$ cat config.mk
export PLATFORM = sky130hd
export DESIGN_NAME = ocp_fault_latch
export DESIGN_NICKNAME = d
export VERILOG_FILES = /design/src/rtl/ocp_pkg.sv /design/src/rtl/ocp_mag_cmp.sv /design/src/rtl/ocp_run_counter.sv /design/src/rtl/ocp_fault_latch.sv
export SDC_FILE = /design/constraint.sdc
export NUM_CORES = 1
export LEC_CHECK = 0
export BUFFER_PORTS_ARGS = -buffer_cell sky130_fd_sc_hd__buf_4
export CORE_MARGIN = 4
export CORE_UTILIZATION = 40
export DETAILED_ROUTE_END_ITERATION = 12
export SYNTH_ARGS = -nofsm -noshare
export SYNTH_HDL_FRONTEND = slang
export SYNTH_SLANG_ARGS = --single-unit
$ cat constraint.sdc
create_clock -name clk -period 5.43 [get_ports clk]
set_clock_uncertainty 0.15 [all_clocks]
set_input_delay 0 -clock clk [delete_from_list [all_inputs] [get_ports clk]]
set_output_delay 0 -clock clk [all_outputs]
set_load 0.01 [all_outputs]
$ cat src/rtl/ocp_pkg.sv
package ocp_pkg;

  typedef enum logic [1:0] {
    ST_IDLE    = 2'd0,
    ST_QUALIFY = 2'd1,
    ST_LATCHED = 2'd2,
    ST_REARM   = 2'd3
  } ocp_state_e;

endpackage

$ cat src/rtl/ocp_mag_cmp.sv
module ocp_mag_cmp #(
  parameter int MEAS_W = 8
) (
  input  logic signed [MEAS_W-1:0] a_in,
  input  logic signed [MEAS_W-1:0] b_in,
  input  logic        [MEAS_W:0]   limit,
  output logic                     over
);
  localparam int DW = MEAS_W + 1;
  localparam logic [DW-1:0] ONE = DW'(1);

  logic [DW-1:0] diff;
  logic [DW-1:0] mag;

  // sign-extend by one bit so the full difference range fits
  assign diff = {a_in[MEAS_W-1], a_in} - {b_in[MEAS_W-1], b_in};
  assign mag  = diff[DW-1] ? (~diff + ONE) : diff;
  assign over = (mag > limit);
endmodule

$ cat src/rtl/ocp_run_counter.sv
module ocp_run_counter #(
  parameter int CNT_W = 16
) (
  input  logic             clk,
  input  logic             rst_n,
  input  logic             en,
  input  logic             cond,
  input  logic [CNT_W-1:0] limit,
  output logic             hit
);
  logic [CNT_W-1:0] cnt;

  // hit on the (limit+1)th consecutive sample with cond true
  assign hit = en && cond && (cnt == limit);

  always_ff @(posedge clk) begin
    if (!rst_n)                     cnt <= '0;
    else if (en && cond && !hit)    cnt <= cnt + 1'b1;
    else                            cnt <= '0;
  end
endmodule

$ cat src/rtl/ocp_fault_latch.sv
module ocp_fault_latch
  import ocp_pkg::*;
#(
  parameter int MEAS_W = 8,
  parameter int CNT_W  = 16
) (
  input  logic                     clk,
  input  logic                     rst_n,
  input  logic                     sync_in,
  input  logic signed [MEAS_W-1:0] meas_p,
  input  logic signed [MEAS_W-1:0] meas_m,
  input  logic        [MEAS_W:0]   oc_limit,
  input  logic        [CNT_W-1:0]  qual_cycles,
  input  logic        [CNT_W-1:0]  release_cycles,
  input  logic                     auto_clear_en,
  input  logic                     line_sense,
  input  logic                     pwm_req_n,
  output logic                     pwm_out_n,
  output logic                     fault_n
);
  ocp_state_e state, state_nx;
  logic over, sync_q, sync_edge, line_eff;
  logic qual_hit, rel_hit;

  ocp_mag_cmp #(.MEAS_W(MEAS_W)) u_cmp (
    .a_in(meas_p), .b_in(meas_m), .limit(oc_limit), .over(over)
  );

  always_ff @(posedge clk) begin
    if (!rst_n) sync_q <= 1'b0;
    else        sync_q <= sync_in;
  end
  assign sync_edge = sync_in ^ sync_q;

  assign fault_n   = (state != ST_LATCHED);
  assign line_eff  = line_sense & (fault_n | ~auto_clear_en);
  assign pwm_out_n = pwm_req_n | ~fault_n;

  ocp_run_counter #(.CNT_W(CNT_W)) u_qual (
    .clk(clk), .rst_n(rst_n),
    .en((state == ST_IDLE) || (state == ST_QUALIFY)),
    .cond(over), .limit(qual_cycles), .hit(qual_hit)
  );

  ocp_run_counter #(.CNT_W(CNT_W)) u_rel (
    .clk(clk), .rst_n(rst_n),
    .en(state == ST_LATCHED),
    .cond(~line_eff), .limit(release_cycles), .hit(rel_hit)
  );

  always_comb begin
    state_nx = state;
    unique case (state)
      ST_IDLE:    if (qual_hit) state_nx = ST_LATCHED;
                  else if (over) state_nx = ST_QUALIFY;
      ST_QUALIFY: if (qual_hit) state_nx = ST_LATCHED;
                  else if (!over) state_nx = ST_IDLE;
      ST_LATCHED: if (rel_hit) state_nx = ST_REARM;
      ST_REARM:   if (!over) state_nx = ST_IDLE;
                  else if (sync_edge) state_nx = ST_LATCHED;
      default:    state_nx = ST_IDLE;
    endcase
  end

  always_ff @(posedge clk) begin
    if (!rst_n) state <= ST_IDLE;
    else        state <= state_nx;
  end

  // the fault never sets without over-current at that edge
  assert_fault_needs_overcurrent_R3: assert property (@(posedge clk) disable iff (!rst_n)
    $fell(fault_n) |-> $past(over));

  // a release is always preceded by a low effective line
  assert_release_needs_low_line_R6: assert property (@(posedge clk) disable iff (!rst_n)
    $rose(fault_n) |-> $past(!line_eff));

  // a high line sample never releases the fault
  assert_high_line_holds_fault_R7: assert property (@(posedge clk) disable iff (!rst_n)
    (!fault_n && line_eff) |=> !fault_n);

  // no re-latch without a SYNC level change
  assert_rearm_waits_sync_R8: assert property (@(posedge clk) disable iff (!rst_n)
    (state == ST_REARM && !sync_edge) |=> fault_n);
endmodule

==> results summary <==
The share of total power consumed by net switching is 29.1%. The summed negative setup slack over all endpoints came out at 0 ps. The post-synthesis to final-layout area growth is 26.8%. The run finished with clean final reports. The number of clock sinks seen by CTS came out at 35. The share of power burned in combinational logic is 29.2%. STA classifies the critical path endpoint as a register. The mean instance size in the synthesized netlist is 8.33 µm². TritonCTS built the clock tree. The power after layout came out at 0.000629 W. Routability-driven placement finished with a final weighted congestion of 0.773. Port buffering added 64 buffers.

For this run, design rule violations remaining after detail routing come to 0. The number of max-slew violations in the final report was 0. Entering global routing, the biggest net connects 17 pins. The buffer levels on the longest clock path came out at 2.

The number of setup buffers added after CTS came out at 0. The highest clock frequency the design can meet came out at 278 MHz. The number of antenna violations at the first check in global routing is 0. The number of placed I/O pins is 65. The worst path arrival time came out at 3670 ps.

In the synthesized netlist, the number of instances is 300. Among all flip-flop cells after synthesis, the most frequent one is sky130_fd_sc_hd__dfxtp_1. The worst supply voltage drop on vdd is 0.150 mV.

The maximum net fanout on the critical path came out at 16. The routed length per instance came out at 11.8 µm. The final number of setup-violating endpoints came out at 0. The min-delay analysis places its worst path in the category in2reg. For this block, the initial DRC count from the detailed router was 44. The final-report hold violation count came out at 0. The portion of total power attributed to sequential cells came out at 41.9%.

The fraction of registers with async set/reset is 0%. The overall track demand over capacity in global routing is 14.6%. The number of clock buffers inserted by TritonCTS came out at 5. The clock share of power is 28.9%. The source of the worst hold timing path is line_sense. Measured on the finished design, the core utilization comes to 52.9%.

The mean number of vias per cell came out at 4.81. The critical path is of the in2reg type. The HPWL after detailed placement came out at 4420 µm. At the pin with the least slew margin, the transition time is 623 ps. The switching power came out at 0.000183 W. The initial cell density of the core came out at 41.7%. The level count of the clock H-tree is 2.

The final worst-path setup slack is 1830 ps. The internal power contribution is 0.000446 W. The via count of the first global-routing pass is 2,089. The sequential area share after synthesis came out at 28.0%.

The first global-routing pass estimated 8870 µm of wire. The clock latency on the worst-skew pair is 280 ps. The via count is 2,152. The number of filler instances in the final layout is 592. Of the available clock period, the critical path in the final layout requires 66.4%. The number of placement rows came out at 28. Cells with a size suffix above 1 make up 21.5% of the layout. The final design instance area without fill is 3170 µm². The die outline width came out at 87.0 µm.

In this run, synthesis produced a sequential element count of 35. The number of library cell types mapped by synthesis is 42. The core box area is 5990 µm². During synthesis, Yosys emitted a total of 0 warnings. The total congestion overflow after global routing is 0. The final critical-path required period is 3600 ps.

In this run the power density over the cells is 199 nW/µm². The worst slack at placement is 1460 ps. The clock transition at the register clock pins on the worst setup and hold paths after CTS is 70 ps. The worst setup path is launched from an input port.

The tree is rooted in a sky130_fd_sc_hd__clkbuf_8. The leakage power figure is 1.38 nW. The overall routed net length is 5260 µm. Leaving out fill and tap cells, the most frequent cells in the layout are 64 x sky130_fd_sc_hd__buf_4, 44 x sky130_fd_sc_hd__nor2_1, 40 x sky130_fd_sc_hd__xor2_1. The repair_antennas step left the layout with diodes totalling 0. The startpoint of the lowest-slack register-to-register path is u_qual.cnt[0]$_SDFF_PN0_. The total of max-cap violations came out at 0.

The area of the die came out at 7580 µm². The net count after synthesis is 384. The most critical setup path has its startpoint at meas_p[0].

The post-detailed-route count of antenna-violating nets came out at 0. The headroom to the max-slew limit is 58.4%. The pre-antenna-repair detailed-routing pass consisted of 4 iterations. The most common cell after layout, fill and taps aside is sky130_fd_sc_hd__buf_4. The count of flip-flops with a built-in enable after synthesis came out at 0. The net count of the finished layout is 455. The floorplan die height came out at 87.0 µm.

The critical path required time is 5500 ps. The area after detailed placement is 3050 µm². The post-synthesis instance area came out at 2500 µm². Setup repair after global routing left no endpoint under its margin.
==> per-layer routing <==
layer / GRT usage (%) / up-vias / wire [µm]
met5: 0 / - / 0
met4: 4.67 / 0 / 69
met3: 2.84 / 4 / 238
met2: 25.5 / 37 / 2580
met1: 18.0 / 956 / 2370
li1: - / 1155 / -
==> power groups by stage <==
stage	combinational, W	clock [W]	sequential (W)
6_report	0.000184	0.000182	0.000264
5_1_grt	0.000209	0.000199	0.000264
4_1_cts	0.000187	0.000188	0.000264
3_5_place_dp	0.000184	0	0.000270
3_3_place_gp	0.000181	0	0.000270
2_1_floorplan	0.000126	0	0.000269
==> area by class of cell <==
cell class / instances / area [µm²] / share of cell area [%]
well taps: 75 / 93.8 / 2.96
multi-input cells: 241 / 1700 / 53.6
clock buffers: 6 / 72.6 / 2.29
inverters: 21 / 78.8 / 2.49
repair buffers: 67 / 510 / 16.1
clock inverters: 2 / 12.5 / 0.395
flip-flops and latches: 35 / 701 / 22.1
==> flip-flops by register name (all words and copies together), names as in the netlist <==
| name | count |
|---|---|
| state | 2 |
| sync_q | 1 |
| u_rel.cnt | 16 |
| u_qual.cnt | 16 |
==> through the flow <==
step / hold WS [ps] / instances
2_1_floorplan: -28.3 / 300
5_1_grt: 123 / 447
3_5_place_dp: 76.0 / 436
3_3_place_gp: 72.6 / 436
4_1_cts: 84.7 / 447
6_report: 79.1 / 447
==> Yosys cell counts (all sizes together), types with 4 or more instances <==
| master | n | area (µm²) |
|---|---|---|
| nor2 | 45 | 171 |
| nand2b | 5 | 31.3 |
| o21ai | 5 | 28.8 |
| xor2 | 40 | 350 |
| a21oi | 9 | 48.8 |
| inv | 21 | 78.8 |
| and3 | 9 | 57.6 |
| nand4 | 9 | 56.3 |
| a21o | 4 | 30.0 |
| xnor2 | 29 | 254 |
| nor4 | 5 | 31.3 |
| nand3 | 14 | 70.1 |
| dfxtp | 35 | 701 |
| ha | 20 | 250 |
| nand2 | 16 | 60.1 |
==> what timing repair did <==
item	CTS	global route
gates resized for setup	0	0
hold buffers	3	0
hold endpoints to repair	3	0
==> critical path, stage by stage <==
cell                       delay, ps
sky130_fd_sc_hd__buf_4           110
sky130_fd_sc_hd__inv_1            60
sky130_fd_sc_hd__ha_1            160
sky130_fd_sc_hd__inv_1            50
sky130_fd_sc_hd__fa_1            390
sky130_fd_sc_hd__a211oi_1        280
sky130_fd_sc_hd__nor3b_1         120
sky130_fd_sc_hd__o311ai_1        460
sky130_fd_sc_hd__a31oi_1         170
sky130_fd_sc_hd__xor2_1          190
sky130_fd_sc_hd__ha_1            310
sky130_fd_sc_hd__nand4_1         130
sky130_fd_sc_hd__a21oi_2         120
sky130_fd_sc_hd__o22ai_1         140
sky130_fd_sc_hd__or4b_1          780
sky130_fd_sc_hd__nor2_1          190
==> final timing paths <==
check | end | slack [ps] | depth (start not counted)
worst max-delay path | u_qual.cnt[3]$_SDFF_PN0_ | 1830 | 16
worst min register to register | u_rel.cnt[0]$_SDFF_PN0_ | 340 | 1
worst min-delay path | state[0]$_SDFFE_PN0P_ | 80 | 5
worst max register to register | u_qual.cnt[3]$_SDFF_PN0_ | 3250 | 5
==> cell families after synthesis <==
family                     after synthesis  share of synthesized area [%]
AOI/OAI and AO/OA                       30                           8.76
muxes                                    1                          0.451
adders and majority gates               21                           10.8
DFF                                     35                           28.0
and+or+nand+nor                        120                           23.8
buffers and inverters                   24                           3.96
xor gates and xnor gates                69                           24.2
No activity file was read; power rests on OpenSTA's default activity.
